`config.mk`:
```
export PLATFORM = sky130hd
export DESIGN_NAME = acc_fault_guard
export DESIGN_NICKNAME = d
export VERILOG_FILES = /design/src/rtl/acc_chk_pkg.sv /design/src/rtl/acc_classifier.sv /design/src/rtl/fault_syndrome.sv /design/src/rtl/status_bank.sv /design/src/rtl/acc_fault_guard.sv
export SDC_FILE = /design/constraint.sdc
export NUM_CORES = 1
export LEC_CHECK = 0
export BUFFER_PORTS_ARGS = -buffer_cell sky130_fd_sc_hd__buf_2
export CAP_MARGIN = 40
export CORE_ASPECT_RATIO = 2
export CORE_UTILIZATION = 46
export CTS_BUF_LIST = sky130_fd_sc_hd__clkbuf_4 sky130_fd_sc_hd__clkbuf_8 sky130_fd_sc_hd__clkbuf_16
export CTS_CLUSTER_SIZE = 14
export DETAILED_ROUTE_END_ITERATION = 6
export PLACE_DENSITY = 0.85
export SETUP_SLACK_MARGIN = 0.1
export SKIP_CTS_REPAIR_TIMING = 1
export SYNTH_ARGS = -nofsm -noshare
export SYNTH_HDL_FRONTEND = slang
export SYNTH_SLANG_ARGS = --single-unit
```
`constraint.sdc`:
```
create_clock -name clk -period 4.3 [get_ports clk]
set_input_delay 0.43 -clock clk [delete_from_list [all_inputs] [get_ports clk]]
set_output_delay 0.43 -clock clk [all_outputs]
set_load 0.01 [all_outputs]
```
`src/rtl/acc_chk_pkg.sv`:
```
package acc_chk_pkg;
  localparam int ADDR_W = 24;
  localparam int MAP_W  = 16;
  localparam int STAT_W = 16;

  typedef enum logic [2:0] {
    ACC_OK    = 3'd0,
    ACC_PAGE  = 3'd1,
    ACC_UIO   = 3'd2,
    ACC_KERN  = 3'd3,
    ACC_WPROT = 3'd4
  } acc_kind_e;

  typedef enum logic [1:0] {
    SZ_BYTE = 2'd0,
    SZ_WORD = 2'd1,
    SZ_LONG = 2'd2
  } acc_size_e;

  typedef struct packed {
    logic              gen_load;
    logic [STAT_W-1:0] gen;
    logic [STAT_W-1:0] bs0;
    logic [STAT_W-1:0] bs1;
  } syndrome_t;
endpackage

```
`src/rtl/acc_classifier.sv`:
```
module acc_classifier
  import acc_chk_pkg::*;
#(
  parameter int IO_BIT   = 22,
  parameter int KERN_LO  = 19,
  parameter int KERN_HI  = 22,
  parameter int PRES_LO  = 13,
  parameter int PRES_HI  = 14,
  parameter int WREN_BIT = 15
) (
  input  logic [ADDR_W-1:0] addr,
  input  logic              super_mode,
  input  logic [MAP_W-1:0]  map_ent,
  output acc_kind_e         kind
);
  localparam int IO_W = ADDR_W - IO_BIT;

  logic io_zone, absent, kern_zone, no_wren;

  assign io_zone   = |addr[ADDR_W-1:IO_BIT];
  assign absent    = ~|map_ent[PRES_HI:PRES_LO];
  assign kern_zone = ~|addr[KERN_HI:KERN_LO];
  assign no_wren   = ~map_ent[WREN_BIT];

  // Priority: mode, I/O zone, presence, kernel area, write enable.
  always_comb begin
    if (super_mode)     kind = ACC_OK;
    else if (io_zone)   kind = ACC_UIO;
    else if (absent)    kind = ACC_PAGE;
    else if (kern_zone) kind = ACC_KERN;
    else if (no_wren)   kind = ACC_WPROT;
    else                kind = ACC_OK;
  end

  initial begin
    assert (IO_W > 0 && KERN_HI < ADDR_W && WREN_BIT < MAP_W);
  end
endmodule

```
`src/rtl/fault_syndrome.sv`:
```
module fault_syndrome
  import acc_chk_pkg::*;
#(
  parameter logic [STAT_W-1:0] GEN_WR_PAGE = 16'h8BFF,
  parameter logic [STAT_W-1:0] GEN_WR_UIO  = 16'h9AFF,
  parameter logic [STAT_W-1:0] GEN_RD_PAGE = 16'hCBFF,
  parameter logic [STAT_W-1:0] GEN_RD_UIO  = 16'hDAFF,
  parameter int                PIE_BIT     = 10,
  parameter logic [7:0]        LANE_WIDE   = 8'h7F,
  parameter logic [7:0]        LANE_ODD    = 8'h7D,
  parameter logic [7:0]        LANE_EVEN   = 8'h7E
) (
  input  acc_kind_e         kind,
  input  logic              write,
  input  logic [1:0]        size,
  input  logic              pie,
  input  logic [ADDR_W-1:0] addr,
  output syndrome_t         syn
);
  localparam int HI_LO = STAT_W;
  localparam int HI_W  = ADDR_W - HI_LO;

  logic [STAT_W-1:0] gen_base;
  logic [7:0]        lane;
  logic [STAT_W-1:0] pie_mask;

  always_comb begin
    pie_mask          = '0;
    pie_mask[PIE_BIT] = pie;
  end

  always_comb begin
    unique case (kind)
      ACC_PAGE: gen_base = write ? GEN_WR_PAGE : GEN_RD_PAGE;
      ACC_UIO:  gen_base = write ? GEN_WR_UIO  : GEN_RD_UIO;
      default:  gen_base = '1;
    endcase
  end

  always_comb begin
    if (size != SZ_BYTE) lane = LANE_WIDE;
    else if (addr[0])    lane = LANE_ODD;
    else                 lane = LANE_EVEN;
  end

  always_comb begin
    syn.gen_load = (kind == ACC_PAGE) || (kind == ACC_UIO);
    syn.gen      = gen_base | pie_mask;
    syn.bs0      = {lane, {(8 - HI_W){1'b0}}, addr[ADDR_W-1:HI_LO]};
    syn.bs1      = addr[STAT_W-1:0];
  end
endmodule

```
`src/rtl/status_bank.sv`:
```
module status_bank
  import acc_chk_pkg::*;
(
  input  logic              clk,
  input  logic              rst,
  input  logic              load,
  input  syndrome_t         syn,
  input  logic              clr,
  output logic [STAT_W-1:0] gen,
  output logic [STAT_W-1:0] bs0,
  output logic [STAT_W-1:0] bs1
);
  localparam logic [STAT_W-1:0] CLEARED = '1;

  always_ff @(posedge clk) begin
    if (rst) begin
      gen <= CLEARED;
      bs0 <= CLEARED;
      bs1 <= CLEARED;
    end else begin
      if (load && syn.gen_load) gen <= syn.gen;
      else if (clr)             gen <= CLEARED;
      if (load) begin
        bs0 <= syn.bs0;
        bs1 <= syn.bs1;
      end else if (clr) begin
        bs0 <= CLEARED;
        bs1 <= CLEARED;
      end
    end
  end


  clr_all_chk: assert property (@(posedge clk) disable iff (rst)
    clr && !load |=> gen == CLEARED && bs0 == CLEARED && bs1 == CLEARED);


  gen_keep_chk: assert property (@(posedge clk) disable iff (rst)
    load && !syn.gen_load && !clr |=> $stable(gen));
endmodule

```
`src/rtl/acc_fault_guard.sv`:
```
module acc_fault_guard
  import acc_chk_pkg::*;
(
  input  logic              clk,
  input  logic              rst,
  input  logic              req_valid,
  output logic              req_ready,
  input  logic [ADDR_W-1:0] req_addr,
  input  logic              req_write,
  input  logic [1:0]        req_size,
  input  logic              req_super,
  input  logic [MAP_W-1:0]  req_map,
  input  logic              pie,
  input  logic              clr_stat,
  output logic              resp_valid,
  input  logic              resp_ready,
  output logic [2:0]        resp_kind,
  output logic              resp_fault,
  output logic              bus_err,
  output logic [STAT_W-1:0] gen_stat,
  output logic [STAT_W-1:0] bstat0,
  output logic [STAT_W-1:0] bstat1
);
  acc_kind_e kind_c, kind_q;
  syndrome_t syn_c;
  logic      accept, fault_c;

  acc_classifier u_class (
    .addr       (req_addr),
    .super_mode (req_super),
    .map_ent    (req_map),
    .kind       (kind_c)
  );

  fault_syndrome u_syn (
    .kind  (kind_c),
    .write (req_write),
    .size  (req_size),
    .pie   (pie),
    .addr  (req_addr),
    .syn   (syn_c)
  );

  assign req_ready = !resp_valid || resp_ready;
  assign accept    = req_valid && req_ready;
  assign fault_c   = (kind_c != ACC_OK);

  status_bank u_stat (
    .clk  (clk),
    .rst  (rst),
    .load (accept && fault_c),
    .syn  (syn_c),
    .clr  (clr_stat),
    .gen  (gen_stat),
    .bs0  (bstat0),
    .bs1  (bstat1)
  );

  always_ff @(posedge clk) begin
    if (rst) begin
      resp_valid <= 1'b0;
      kind_q     <= ACC_OK;
      bus_err    <= 1'b0;
    end else begin
      bus_err <= accept && fault_c;
      if (accept) begin
        resp_valid <= 1'b1;
        kind_q     <= kind_c;
      end else if (resp_ready) begin
        resp_valid <= 1'b0;
      end
    end
  end

  assign resp_kind  = kind_q;
  assign resp_fault = (kind_q != ACC_OK);


  hold_chk: assert property (@(posedge clk) disable iff (rst)
    resp_valid && !resp_ready |=> resp_valid && $stable(resp_kind));


  super_ok_chk: assert property (@(posedge clk) disable iff (rst)
    req_valid && req_ready && req_super |=> resp_valid && resp_kind == 3'd0);


  uio_prio_chk: assert property (@(posedge clk) disable iff (rst)
    req_valid && req_ready && !req_super && (|req_addr[ADDR_W-1:22])
    |=> resp_kind == 3'd2);


  berr_src_chk: assert property (@(posedge clk) disable iff (rst)
    bus_err |-> $past(req_valid && req_ready));


  bs1_cap_chk: assert property (@(posedge clk) disable iff (rst)
    bus_err |-> bstat1 == $past(req_addr[15:0]));
endmodule

```
## After elaboration in Yosys (flattened, before gate mapping)

Cells that the tools add are included.

| word-level totals | value |
|---|---|
| flip-flop bits (word level) | 53 |
| input bits | 50 |
| output and inout port bits | 55 |
| word-level logic and storage cells | 40 |

| cells by class | value |
|---|---|
| equal/unequal tests | 2 |
| muxes and demuxes | 16 |
| bitwise gates (word level) | 1 |
| reduce and logical (&&, ||, !) cells | 15 |

Operator list:

| kind | number |
|---|---|
| 16-bit 2-to-1 mux | 4 |
| 16-bit case mux with 2 select lines | 1 |
| 15-bit 2-to-1 mux | 2 |
| 16-bit by 11-bit bitwise OR with 16-bit output | 1 |
| 3-bit 2-to-1 mux | 5 |
| 8-bit 2-to-1 mux | 1 |
| 2-bit nonzero test | 4 |
| 3-bit nonzero test | 2 |
| 2-bit OR reduction | 2 |
| 4-bit OR reduction | 1 |
| 3-bit by 1-bit == test with 1-bit output (second input constant) | 1 |
| 3-bit by 2-bit == test with 1-bit output (second input constant) | 1 |
| 1-bit logical AND | 3 |
| 1-bit logical OR | 2 |
| 1-bit 2-to-1 mux | 2 |
| 2-bit 2-to-1 mux | 1 |
| 1-bit logical NOT | 1 |

## Depth between registers and ports, before layout

| logic depth | value |
|---|---|
| depth in word-level cells | 9 |
| gate-level depth with buffers | 7 |
| mapped depth without buffers | 5 |

## By module

From an unflattened synthesis, not the netlist that was laid out.

| unflattened totals | value |
|---|---|
| cells, all modules | 301 |
| area, all modules | 2740.1 um^2 |

By module, submodules not included:

| module | instances | cells each | area an instance (um^2) | sequential area each (um^2) |
|---|---|---|---|---|
| status_bank | 1 | 216 | 2069.5 | 960.9 |
| fault_syndrome | 1 | 55 | 384.1 | 0.0 |
| acc_fault_guard | 1 | 22 | 222.7 | 100.1 |
| acc_classifier | 1 | 8 | 63.8 | 0.0 |

## Least setup slack after synthesis

No wires, ideal clock.

| timing path | value |
|---|---|
| path type | input port to flip-flop |
| start point | in resp_ready |
| end point | reg u_stat.bs0[9] |
| setup time | 0.122 ns |
| arrival | 1.710 ns |
| data required time | 4.178 ns |
| path slack | 2.468 ns |
| stages | 6 |
| path buffers | 1 |
| path through | nand2b_1 nand2_1 o41a_2 buf_2 nor4b_1 o21bai_1 |

| between the ends | value |
|---|---|
| word-level cells in the longest chain between the ends | 4 |
| elaborated cells on any way between the ends | 5 |
| those cells by class | mux: 1; reduce/logical: 4 |

Ends and longest elaborated chain:

| what | RTL line | text |
|---|---|---|
| start: declaration | acc_fault_guard.sv:16 | `input logic resp_ready,` |
| 1-bit logical OR (*) | acc_fault_guard.sv:44 | `assign req_ready = !resp_valid \|\| resp_ready;` |
| 1-bit logical AND (*) | acc_fault_guard.sv:45 | `assign accept = req_valid && req_ready;` |
| 1-bit logical AND (*) | acc_fault_guard.sv:51 | `.load (accept && fault_c),` |
| 16-bit 2-to-1 mux / 2-bit nonzero test (equally long branches) | - |  |
| end signal: assignment | status_bank.sv:24 | `bs0 <= syn.bs0;` |
| end: declaration | status_bank.sv:10 | `output logic [STAT_W-1:0] bs0,` |

Mark *: on every way between the ends. The rest lies on a longest branch, timed or not.
A chain may end at the register's enable or synchronous reset.

## Worst setup path after layout

| timing path | value |
|---|---|
| start point | in req_addr[22] |
| end point | reg u_stat.bs0[9] |

| between the ends | value |
|---|---|
| word-level cells in the longest chain between the ends | 8 |
| elaborated cells on any way between the ends | 10 |
| those cells by class | mux: 5; reduce/logical: 5 |

Ends and longest elaborated chain:

| what | RTL line | text |
|---|---|---|
| start: declaration | acc_fault_guard.sv:8 | `input logic [ADDR_W-1:0] req_addr,` |
| 4-bit OR reduction | acc_classifier.sv:22 | `assign kern_zone = ~\|addr[KERN_HI:KERN_LO];` |
| 3-bit 2-to-1 mux | acc_classifier.sv:30 | `else if (kern_zone) kind = ACC_KERN;` |
| 3-bit 2-to-1 mux | acc_classifier.sv:29 | `else if (absent) kind = ACC_PAGE;` |
| 3-bit 2-to-1 mux (*) | acc_classifier.sv:28 | `else if (io_zone) kind = ACC_UIO;` |
| 3-bit 2-to-1 mux (*) | acc_classifier.sv:27 | `if (super_mode) kind = ACC_OK;` |
| 3-bit nonzero test (*) | acc_fault_guard.sv:46 | `assign fault_c = (kind_c != ACC_OK);` |
| 1-bit logical AND (*) | acc_fault_guard.sv:51 |  |
| 16-bit 2-to-1 mux / 2-bit nonzero test (equally long branches) | - |  |

Marks and branches as above.

==> results.yml <==
power_and_ir_drop:
  total_power_mw: 0.711
  leakagePower_nw: 0.906
  peakVddDrop_mv: 0.225
  power.density_mw_per_mm2: 333
setup_path:
  r2r-start: "resp_valid"
  critPathKind: "in2reg"
  max_stage_delay_ps: 440
  cp-end-kind: "register"
  path_cells: "buf_2 > nor3_1 > o2111ai_1 > o41a_2 > nor4b_1 > o21bai_1"
  r2r_slack_ps: 2400
  crit_path_max_fanout: 28
  cp_num_buf_inv: 1
  cp_top_family: "compound AO/OA/AOI/OAI gates"
  worstPathRequired_ps: 4470
  crit_slowest_cell: "nor3_1"
  r2r_cells: 5
  worst_ep_arrival_time_ps: 2170
  reg2reg_to: "u_stat.bs0[9]"
  startpoint_type: "input pin"
clock_network:
  clock_latency_ps: 290
  tritoncts: "done"
  root_buffer: "clkbuf_8"
  cts-buffers-inserted: 5
  htree_levels: 2
  path_clk_slew_ps: 80
  cts_sinks: 37
  clockBufferDepth: 2
global_route:
  antenna_found_initial: 0
  grt_pass1_wl_um: 6370
  track_usage_pct: 21.5
  grt_max_degree: 42
  grt_pass1_vias: 1489
  grt_overflow_total: 0
detailed_routing:
  firstDrtPassIters: 4
  routed_wl_um: 4060
  vias: 1594
  drc_errors: 0
  via_per_inst: 5.13
  ant_nets: 0
  wl_per_cell_um: 13.1
  drt_iter0_markers: 19
yosys:
  yosys-top-cells-area: "dfxtp_1 (42%), o21bai_2 (12%), nor3_1 (9.2%)"
  yosys.area.top_type_share_pct: 42.5
  yosysSeqAreaShare_pct: 42.5
  syn_inst: 191
  synth_seq_cells: 37
  synth_top_cell_by_area: "dfxtp_1"
  ys.flop_type: "dfxtp_1"
  synth_cell_type_count: 31
  syn_area_per_cell_um2: 9.13
  synthArstFlopShare_pct: 0
  syn_area_mm2: 0.00174
  synth-edff-count: 0
  ys_warn_count: 0
placement:
  port_buffers: 75
  routabilityCongestion: 0.848
  place_hpwl_um: 2770
  place_area_mm2: 0.00205
  pre_cts_ws_ps: 2060
worst_hold_path:
  hold_path_startpoint: "req_addr[2]"
  min_to: "u_stat.bs1[2]"
  hold_depth: 3
  hold_path.class: "in2reg"
finish:
  area_delta_synth_final_pct: 22.4
  diodes: 0
  most-common-layout-cells: "buf_2 (75), dfxtp_1 (37), nor3_1 (32)"
  final_cell_area_mm2: 0.00213
  fill_cells: 352
  final_layout_size_suffix_gt1_share_pct: 41.6
  layout_commonest_cell: "buf_2"
  nNetsFinal: 311
timing:
  finalHoldViolCount: 0
  clock_skew_ps: 6.08
  finalSetupViolations: 0
  fmax_mhz: 501
  relSlewSlack_pct: 59.3
  min_period_ps: 1990
  rsz0062_at_grt: "false"
  setup-tns-final_ps: 0
  finalCritPeriodShare_pct: 46.4
  worst_pin_slew_ps: 611
  whs_ps: 394
  slew_violations: 0
  fin_ws_ps: 2310
floorplan:
  ios: 105
  initial_core_util_pct: 48.4
  die_h_um: 89.1
  die_w_um: 45.5
  rows: 31
  die_area_mm2: 0.00406
  core-area_mm2: 0.00361
status:
  status: "finished clean"
job:
  maxCapViolCount: 0
## state kept, by name (all words and copies together) (netlist names)
register / cells
bus_err: 1
resp_kind: 3
resp_valid: 1
u_stat.bs0: 11
u_stat.bs1: 16
u_stat.gen: 5
## metrics by stage
stage / instances / util, %
2_1_floorplan: 206 / -
3_3_place_gp: 303 / 56.8
3_5_place_dp: 303 / 56.8
4_1_cts: 311 / 59.2
5_1_grt: 311 / 59.2
6_report: 311 / 59.2
## power by group
part	switching (mW)	total (mW)	internal (mW)	leakage, nW
sequential	0.00591	0.362	0.356	0.302
clock	0.121	0.240	0.119	0.0484
combinational	0.0658	0.110	0.0438	0.555
## synth_stat cells (2+ instances only)
cell / instances
dfxtp_1: 37
nor3_1: 32
nor2_1: 30
o21bai_2: 19
buf_4: 16
o21bai_1: 8
clkbuf_1: 7
a21oi_1: 6
nor4_1: 5
buf_6: 4
nand2_1: 3
inv_1: 2
mux2i_1: 2
o21ai_0: 2
or3_1: 2
## per-layer routing
| layer | routed length, µm | global-route usage [%] | part of all wire (%) | vias up |
|---|---|---|---|---|
| li1 | - | - | - | 772 |
| met5 | 0 | 0 | 0 | - |
| met4 | 88 | 10.7 | 2.2 | 0 |
| met2 | 2330 | 39.6 | 57 | 62 |
| met1 | 1470 | 21.6 | 36 | 753 |
| met3 | 173 | 3.84 | 4.3 | 7 |
## worst reg2reg max path: stages, from the launching register on
cell and delay, ps:
dfxtp_1 310, nand2b_1 150, nand2_1 230, o41a_2 680, nor4b_1 340, o21bai_1 90
## cells by family (layout without fill, tap and decap cells)
kind of cell	Yosys count	in the layout	synth area share, %
compound gates	41	41	22.2
buf+inv	30	86	11.7
flops	37	37	42.5
mux	2	2	1.15
other cells	1	16	0.215
simple gates	80	80	22.3
## worst max-delay path by stage
stage	startpoint	endpoint	slack [ps]	depth (start not counted)
after floorplan	resp_ready	u_stat.bs0[9]	2470	6
after global placement	req_addr[21]	u_stat.bs0[9]	2100	5
after detailed placement	req_addr[22]	u_stat.bs0[9]	2060	6
after CTS	req_addr[22]	u_stat.bs0[9]	2320	6
after global routing	req_addr[22]	u_stat.bs0[9]	2190	6
final	req_addr[22]	u_stat.bs0[9]	2310	6
## layout make-up
type	instances	area [µm²]	area share [%]
Clock buffer	6	76.3	3.58
Timing Repair Buffer	76	383	17.9
Inverter	2	7.51	0.352
Sequential cell	37	741	34.7
Tap cell	49	61.3	2.87
Multi-Input combinational cell	139	856	40.1
Clock inverter	2	10.0	0.469
Power figures use the tool's default switching activity.
